==> src/rtl/regbank_pkg.sv <==
package regbank_pkg;
   typedef enum logic [1:0] {
      OP_IDLE  = 2'b00,
      OP_DRIVE = 2'b01,
      OP_LOAD  = 2'b10,
      OP_RSVD  = 2'b11
   } bus_op_e;

   function automatic logic op_is_drive(input logic [1:0] op);
      return op == OP_DRIVE;
   endfunction

   function automatic logic op_is_load(input logic [1:0] op);
      return op == OP_LOAD;
   endfunction
endpackage

==> src/rtl/rb_port_decode.sv <==
module rb_port_decode
   import regbank_pkg::*;
#(
   parameter int NREGS = 8,
   parameter int SELW  = 3
) (
   input  logic [1:0]       op,
   input  logic [SELW-1:0]  sel,
   output logic             drive,
   output logic [NREGS-1:0] load_vec
);
   logic load;

   assign drive = op_is_drive(op);
   assign load  = op_is_load(op);

   for (genvar i = 0; i < NREGS; i++) begin : g_ld
      assign load_vec[i] = load && (sel == SELW'(i));
   end
endmodule

==> src/rtl/rb_reg_cell.sv <==
module rb_reg_cell #(
   parameter int WIDTH = 8
) (
   input  logic             clk,
   input  logic             rst_n,
   input  logic             ld_a,
   input  logic             ld_b,
   input  logic [WIDTH-1:0] din_a,
   input  logic [WIDTH-1:0] din_b,
   output logic [WIDTH-1:0] q
);
   // A port has priority on a shared load
   always_ff @(posedge clk or negedge rst_n) begin
      if (!rst_n)    q <= '0;
      else if (ld_a) q <= din_a;
      else if (ld_b) q <= din_b;
   end
endmodule

==> src/rtl/rb_read_mux.sv <==
module rb_read_mux #(
   parameter int NREGS = 8,
   parameter int WIDTH = 8,
   parameter int SELW  = 3
) (
   input  logic [NREGS-1:0][WIDTH-1:0] regs,
   input  logic [SELW-1:0]             sel,
   input  logic                        en,
   output logic [WIDTH-1:0]            dout
);
   always_comb begin
      dout = '0;
      if (en) dout = regs[sel];
   end
endmodule

==> src/rtl/dual_bus_regbank.sv <==
module dual_bus_regbank #(
   parameter int NREGS            = 8,
   parameter int WIDTH            = 8,
   parameter bit ALLOW_DUAL_DRIVE = 1'b1,
   localparam int SELW            = (NREGS > 1) ? $clog2(NREGS) : 1
) (
   input  logic             clk,
   input  logic             rst_n,
   input  logic [1:0]       a_op,
   input  logic [SELW-1:0]  a_sel,
   input  logic [WIDTH-1:0] a_bus_in,
   output logic [WIDTH-1:0] a_bus_out,
   output logic             a_bus_oe,
   input  logic [1:0]       b_op,
   input  logic [SELW-1:0]  b_sel,
   input  logic [WIDTH-1:0] b_bus_in,
   output logic [WIDTH-1:0] b_bus_out,
   output logic             b_bus_oe
);
   if (NREGS < 2) begin : g_bad_nregs
      $error("dual_bus_regbank: NREGS must be at least 2");
   end
   if ((NREGS & (NREGS - 1)) != 0) begin : g_bad_pow2
      $error("dual_bus_regbank: NREGS must be a power of two");
   end
   if (WIDTH < 1) begin : g_bad_width
      $error("dual_bus_regbank: WIDTH must be positive");
   end

   logic                        a_drv, b_drv, b_grant;
   logic [NREGS-1:0]            a_ld, b_ld;
   logic [NREGS-1:0][WIDTH-1:0] bank_q;

   rb_port_decode #(.NREGS(NREGS), .SELW(SELW)) u_dec_a (
      .op(a_op), .sel(a_sel), .drive(a_drv), .load_vec(a_ld));
   rb_port_decode #(.NREGS(NREGS), .SELW(SELW)) u_dec_b (
      .op(b_op), .sel(b_sel), .drive(b_drv), .load_vec(b_ld));

   for (genvar i = 0; i < NREGS; i++) begin : g_cell
      rb_reg_cell #(.WIDTH(WIDTH)) u_cell (
         .clk(clk), .rst_n(rst_n),
         .ld_a(a_ld[i]), .ld_b(b_ld[i]),
         .din_a(a_bus_in), .din_b(b_bus_in),
         .q(bank_q[i]));
   end

   if (ALLOW_DUAL_DRIVE) begin : g_dual_ok
      assign b_grant = b_drv;
   end else begin : g_dual_block
      assign b_grant = b_drv && !(a_drv && (a_sel == b_sel));
   end

   rb_read_mux #(.NREGS(NREGS), .WIDTH(WIDTH), .SELW(SELW)) u_mux_a (
      .regs(bank_q), .sel(a_sel), .en(a_drv), .dout(a_bus_out));
   rb_read_mux #(.NREGS(NREGS), .WIDTH(WIDTH), .SELW(SELW)) u_mux_b (
      .regs(bank_q), .sel(b_sel), .en(b_grant), .dout(b_bus_out));

   assign a_bus_oe = a_drv;
   assign b_bus_oe = b_grant;
endmodule

==> config.mk <==
export PLATFORM = sky130hd
export DESIGN_NAME = dual_bus_regbank
export DESIGN_NICKNAME = d
export VERILOG_FILES = /design/src/rtl/regbank_pkg.sv /design/src/rtl/rb_port_decode.sv /design/src/rtl/rb_reg_cell.sv /design/src/rtl/rb_read_mux.sv /design/src/rtl/dual_bus_regbank.sv
export SDC_FILE = /design/constraint.sdc
export NUM_CORES = 1
export LEC_CHECK = 0
export ABC_CLOCK_PERIOD_IN_PS = 3380
export BUFFER_PORTS_ARGS = -buffer_cell sky130_fd_sc_hd__buf_2
export CAP_MARGIN = 20
export CORE_ASPECT_RATIO = 1.2
export CORE_MARGIN = 2
export CORE_UTILIZATION = 47
export DETAILED_ROUTE_END_ITERATION = 16
export PLACE_DENSITY = 0.74
export SETUP_SLACK_MARGIN = 0.2
export SYNTH_ARGS = -nofsm -noshare
export SYNTH_HDL_FRONTEND = slang
export SYNTH_SLANG_ARGS = --single-unit
==> constraint.sdc <==
create_clock -name clk -period 3.38 [get_ports clk]
set_input_delay 0.169 -clock clk [delete_from_list [all_inputs] [get_ports clk]]
set_output_delay 0.169 -clock clk [all_outputs]
set_load 0.01 [all_outputs]
==> results.yml, run 1 <==
run_status:
  result_of_the_run: "completed"
drt:
  drt_iter0_drc: 753
  wl_um: 17000
  drt_pass1_iterations: 5
  detail_route.wl_per_cell_um: 25.0
  postRouteAntennaNets: 0
  via_count: 4998
  drc: 0
  via_per_inst: 7.35
floorplanning:
  die_width_um: 95.3
  die_height_um: 114
  fp-row-count: 40
  top_level_ports: 46
  design.die.area_um2: 10800
  start_util: 0.477
  placeableCoreArea_um2: 9860
setup_path:
  crit_family: "buffers and inverters"
  critical_path.startpoint_type: "input pin"
  critical_path_required_time_ps: 3210
  cp_slowest_stage_delay_ps: 650
  worst-endpoint-arrival_ps: 2110
  critical_path.slowest_cell: "sky130_fd_sc_hd__buf_2"
  timing.reg2reg.setup_slack_ps: 2530
  worst-setup-path-type: "in2out"
  critPathMostFrequentCell: "sky130_fd_sc_hd__buf_2"
  sequence_of_cells_on_the_critical_path: "buf_2, nand3b_1, o2bb2ai_1, o22a_1, buf_2"
  critical_path.reg2reg.startpoint: "g_cell[3].u_cell.q[4]$_DFFE_PN0P_"
  worst_reg2reg_endpoint: "g_cell[3].u_cell.q[4]$_DFFE_PN0P_"
  critical_path_fanout_max: 45
  timing.reg2reg.worst_path_depth: 2
  critical_path_buf_inv_count: 2
  end_kind: "primary output"
grt:
  grt_antenna_before_repair: 0
  grt_pass1_vias: 4745
  overflow: 0
  grt.total_usage: 0.327
  global_route_wire_length_before_repair_um: 26500
  grt_max_degree: 46
cells_and_area:
  design.final.nets: 580
  final_cell_mix: "sky130_fd_sc_hd__nor3_1 (66), sky130_fd_sc_hd__o21ai_0 (64), sky130_fd_sc_hd__a31oi_1 (64), sky130_fd_sc_hd__dfrtp_1 (64), sky130_fd_sc_hd__nand2_1 (50)"
  final_design_area_no_fill_um2: 5170
  max_ffs_per_register: 64
  final_layout_size_suffix_gt1_frac: 0.186
  area_growth_syn_to_layout_pct: 9.81
  num_antenna_cells: 0
  top_register: "g_cell.u_cell.q"
  top_regs: "g_cell.u_cell.q x64"
  final_common_cell: "sky130_fd_sc_hd__nor3_1"
sta:
  fin_crit_ps: 2280
  number_of_slew_limit_violations_in_the_final_report: 0
  tns_ps: 0
  maxClockFrequency_mhz: 439
  rsz_0062_raised_after_global_routing: "no"
  slew_headroom: 0.412
  timing_hold_violations_final: 0
  fin_crit_sh: 0.674
  fin_ws_ps: 1100
  fin_skew_ps: 0
  setup_viol_count_final: 0
  worst-slew-pin-transition_ps: 882
yosys:
  synth.lib_cells_used.distinct: 33
  synth-edff-count: 0
  synth_area_leader_cell: "sky130_fd_sc_hd__dfrtp_1"
  ys_async_sr_fraction: 1.00
  synth.yosys.warnings: 0
  syn-num-nets: 578
  syn-mean-instance-area_um2: 8.56
  syn_inst: 550
  mappedNetlistArea_um2: 4710
  fraction_of_synthesized_cell_area_taken_by_the_top_area_cell_type: 0.340
  synth.ff_latch_count: 64
  synth_flop_cell: "sky130_fd_sc_hd__dfrtp_1"
  synth_top_cells_by_area: "sky130_fd_sc_hd__dfrtp_1 (34%), sky130_fd_sc_hd__a31oi_1 (8.5%), sky130_fd_sc_hd__mux4_2 (7.7%)"
  synth_seq_area_share: 0.340
placement:
  routability_congestion: 0.932
  place.port_buffers: 45
  placement.cell_area_um2: 4900
  post-place-ws_ps: 1130
  dp_hpwl_um: 11000
cts:
  cts_tree: "built"
  htree_num_levels: 3
  clkTransAtPathRegs_ps: 50
  insertion_delay_ps: 340
  bufs_on_longest_clock_path: 2
  numClockSinks: 64
  clockRootBuffer: "sky130_fd_sc_hd__clkbuf_16"
  numCtsBuffers: 9
min_path:
  hold_start: "b_bus_in[7]"
  hold_path_class: "in2reg"
  worst_hold_path_cell_count: 3
  hold_path_end: "g_cell[7].u_cell.q[7]$_DFFE_PN0P_"
power_and_ir_drop:
  static-leakage-power_nw: 1.97
  peakVddDrop_mv: 0.216
  pwr_cell_area_nw_per_um2: 517
run:
  maxCapViolCount: 0
[where the power goes]
group,internal (mW),switching [mW],total (mW),leakage [nW]
Clock,0.522,0.330,0.852,0.130
Combinational,0.314,0.383,0.696,1.08
Sequential,0.961,0.164,1.12,0.760
[cell families after synthesis]
group	synth area share
multiplexers	0.111
AND/OR/NAND/NOR	0.251
buffers and inverters	0.0750
flip-flops	0.340
AO/OA/AOI/OAI	0.223
[per-layer routing]
layer | GRT usage | share of wire | vias up
met1 | 0.443 | 0.36 | 2354
met5 | 0 | 0 | -
li1 | - | - | 2097
met2 | 0.475 | 0.45 | 459
met4 | 0.195 | 0.056 | 0
met3 | 0.0746 | 0.13 | 88
[synthesized netlist by cell type (11+ instances only)]
| cell | number |
|---|---|
| sky130_fd_sc_hd__mux2i_1 | 16 |
| sky130_fd_sc_hd__mux4_2 | 16 |
| sky130_fd_sc_hd__nand2_1 | 50 |
| sky130_fd_sc_hd__o2bb2ai_1 | 11 |
| sky130_fd_sc_hd__nor3_1 | 66 |
| sky130_fd_sc_hd__dfrtp_1 | 64 |
| sky130_fd_sc_hd__nand4_1 | 16 |
| sky130_fd_sc_hd__o22a_1 | 12 |
| sky130_fd_sc_hd__a31oi_1 | 64 |
| sky130_fd_sc_hd__nand3b_1 | 15 |
| sky130_fd_sc_hd__a21oi_1 | 16 |
| sky130_fd_sc_hd__and3b_1 | 17 |
| sky130_fd_sc_hd__clkbuf_1 | 42 |
| sky130_fd_sc_hd__buf_2 | 18 |
| sky130_fd_sc_hd__o21ai_0 | 64 |
[how the worst max path moves through the flow]
stage	start	end	slack, ps	depth (start not counted)
2_1_floorplan	a_sel[0]	a_bus_out[1]	1930	5
3_3_place_gp	b_sel[0]	b_bus_out[1]	1170	5
3_5_place_dp	b_sel[0]	b_bus_out[1]	1130	5
4_1_cts	b_sel[0]	b_bus_out[1]	1140	5
5_1_grt	b_sel[0]	b_bus_out[6]	990	5
6_report	b_sel[0]	b_bus_out[6]	1100	5
[worst register-to-register path, stage by stage, from the launching register on]
cell                      delay, ps
sky130_fd_sc_hd__dfrtp_1        440
sky130_fd_sc_hd__o21ai_0        130
sky130_fd_sc_hd__a31oi_1        190
[layout make-up]
type / instances / area (um2)
clock buffer: 12 / 256
clock inverter: 1 / 5.00
fill: 924 / 4690
inverter: 3 / 11.3
multi-input combinational: 409 / 2760
sequential: 64 / 1600
tap: 126 / 158
timing repair buffer: 65 / 378
[timing repair]
item / 4_1_cts / 5_1_grt
resized for setup: 0 / 0
hold buffers: 1 / 0
endpoints found under the hold margin: 14 / 0
buffers inserted: 0 / 0
[per-stage QoR]
stage,power (mW),cells,hold WS [ps],util
6_report,2.67,680,180,0.524
3_3_place_gp,1.77,666,104,0.497
4_1_cts,2.64,680,179,0.524
5_1_grt,2.78,680,195,0.524
3_5_place_dp,1.80,666,103,0.497
2_1_floorplan,1.56,550,-127,-
No activity file was read; power rests on OpenSTA's default activity.
==> inputs of run 2 (changes only) <==
ABC_CLOCK_PERIOD_IN_PS = 2200   (was 3380)
clock period = 2.2 ns   (was 3.38 ns; I/O delays follow)
==> results.yml, run 2 (synthesized netlist as in run 1, its figures left out) <==
cells_and_area:
  final_common_cell: "sky130_fd_sc_hd__nor3_1"
  final_layout_size_suffix_gt1_frac: 0.199
  design.final.nets: 586
  area_growth_syn_to_layout_pct: 12.1
  top_regs: "g_cell.u_cell.q x64"
  count_of_fill_cells_added_during_filler_insertion: 908
  fin_cells: 689
  layout.core_utilization: 0.535
  top_register: "g_cell.u_cell.q"
  final_design_area_no_fill_um2: 5280
  max_ffs_per_register: 64
  final_cell_mix: "sky130_fd_sc_hd__nor3_1 (66), sky130_fd_sc_hd__o21ai_0 (64), sky130_fd_sc_hd__a31oi_1 (64), sky130_fd_sc_hd__dfrtp_1 (64), sky130_fd_sc_hd__nand2_1 (50)"
  num_antenna_cells: 0
grt:
  grt_util_met3: 0.0753
  met1_usage: 0.423
  grt.busiest_layer: "met2"
  grt_antenna_before_repair: 0
  grt_max_degree: 65
  groute.layer.met2.usage: 0.490
  grt.total_usage: 0.328
  global_route_wire_length_before_repair_um: 26800
  grt_pass1_vias: 5013
  overflow: 0
power_and_ir_drop:
  power.share.sequential: 0.400
  power_frac_comb: 0.244
  pwr_cell_area_nw_per_um2: 833
  static-leakage-power_nw: 2.02
  netSwitchingFraction: 0.321
  total_power_mw: 4.40
  p_int_mw: 2.98
  net_switching_power_figure_mw: 1.41
  power.clock.fraction: 0.356
  peakVddDrop_mv: 0.444
sta:
  number_of_slew_limit_violations_in_the_final_report: 0
  timing_hold_violations_final: 0
  fin_crit_ps: 1890
  maxClockFrequency_mhz: 528
  rsz_0062_raised_after_global_routing: "no"
  setup_viol_count_final: 0
  fin_worst_hold_slack_ps: 121
  fin_crit_sh: 0.861
  tns_ps: 0
  fin_ws_ps: 306
  fin_skew_ps: 0
  slew_headroom: 0.436
  worst-slew-pin-transition_ps: 845
drt:
  drt_pass1_iterations: 6
  postRouteAntennaNets: 0
  drc: 0
  drt_iter0_drc: 734
  via_per_inst: 7.27
  detail_route.wl_per_cell_um: 24.8
  via_count: 5010
  wl_um: 17100
floorplanning:
  start_util: 0.477
  design.die.area_um2: 10800
  die_height_um: 114
  die_width_um: 95.3
  placeableCoreArea_um2: 9860
  top_level_ports: 46
  fp-row-count: 40
placement:
  place.port_buffers: 45
  placement.cell_area_um2: 4940
  dp_hpwl_um: 11300
  routability_congestion: 0.930
  dp_cells: 672
  post-place-ws_ps: 362
setup_path:
  cp_slowest_stage_delay_ps: 510
  critical_path_buf_inv_count: 2
  critical_path_fanout_max: 27
  critical_path.slowest_cell: "sky130_fd_sc_hd__buf_2"
  critical_path.startpoint_type: "input pin"
  worst_setup_sp: "a_sel[0]"
  worst-endpoint-arrival_ps: 1780
  crit_family: "buffers and inverters"
  critPathMostFrequentCell: "sky130_fd_sc_hd__buf_2"
  end_kind: "primary output"
  sequence_of_cells_on_the_critical_path: "buf_2, nand3b_1, o2bb2ai_1, o22a_1, buf_2"
  critical_path.reg2reg.startpoint: "g_cell[1].u_cell.q[5]$_DFFE_PN0P_"
  critical_path_required_time_ps: 2090
  worst-setup-path-type: "in2out"
cts:
  clkTransAtPathRegs_ps: 60
  insertion_delay_ps: 340
  cts_tree: "built"
  numCtsBuffers: 9
  numClockSinks: 64
  bufs_on_longest_clock_path: 2
  clockRootBuffer: "sky130_fd_sc_hd__clkbuf_16"
  htree_num_levels: 3
  post_cts.repair.setup_buffers: 0
run_status:
  result_of_the_run: "completed"
min_path:
  hold_start: "b_bus_in[2]"
  hold_path_class: "in2reg"
run:
  maxCapViolCount: 0
[run 2: cell types whose count changed in the layout (fill, tap and decap cells not counted)]
| cell | change |
|---|---|
| sky130_fd_sc_hd__buf_2 | -1 |
| sky130_fd_sc_hd__bufinv_16 | +2 |
| sky130_fd_sc_hd__clkbuf_8 | -1 |
| sky130_fd_sc_hd__clkinvlp_4 | +2 |
| sky130_fd_sc_hd__buf_4 | +6 |
| sky130_fd_sc_hd__clkbuf_4 | +1 |
[run 2: path summary, 6_finish.rpt]
| check | end | slack, ps | cells past startpoint |
|---|---|---|---|
| hold reg to reg | g_cell[0].u_cell.q[6]$_DFFE_PN0P_ | 590 | 2 |
| hold / removal | g_cell[3].u_cell.q[2]$_DFFE_PN0P_ | 120 | 3 |
| max in group asynchronous | g_cell[3].u_cell.q[4]$_DFFE_PN0P_ | 1140 | 3 |
| setup reg to reg | g_cell[1].u_cell.q[5]$_DFFE_PN0P_ | 1330 | 2 |
| min in group asynchronous | g_cell[0].u_cell.q[1]$_DFFE_PN0P_ | 490 | 3 |
| setup / recovery | a_bus_out[4] | 310 | 5 |
[run 2: routing by layer]
| layer | share of wire | wire, um |
|---|---|---|
| met1 | 0.35 | 6050 |
| met2 | 0.45 | 7710 |
| met3 | 0.13 | 2230 |
| met4 | 0.064 | 1100 |
| met5 | 0 | 0 |
[run 2: area by class of cell]
cell class | count | area [um2] | share of cell area
Clock inverter | 5 | 80.1 | 0.0152
Inverter | 3 | 11.3 | 0.00213
Tap cell | 126 | 158 | 0.0299
Sequential cell | 64 | 1600 | 0.304
Clock buffer | 11 | 243 | 0.0460
Multi-Input combinational cell | 409 | 2760 | 0.523
Timing Repair Buffer | 71 | 425 | 0.0806
[run 2: power by group through the flow]
stage          registers (mW)  logic [mW]  clock network [mW]
5_1_grt                  1.77        1.16                1.62
4_1_cts                  1.74        1.05                1.57
3_5_place_dp             1.76        1.04                   0
2_1_floorplan            1.63       0.762                   0
6_report                 1.76        1.07                1.56
3_3_place_gp             1.74        1.02                   0
[run 2: timing repair]
item                                    4_1_cts  5_1_grt
hold endpoints to repair                     27        0
endpoints found under the setup margin        0        1
gates resized for setup                       0        1
hold buffers                                  1        0
[run 2: worst register-to-register path, stage by stage (launching register included)]
cell and delay, ps:
sky130_fd_sc_hd__dfrtp_1 430, sky130_fd_sc_hd__o21ai_0 150, sky130_fd_sc_hd__a31oi_1 200
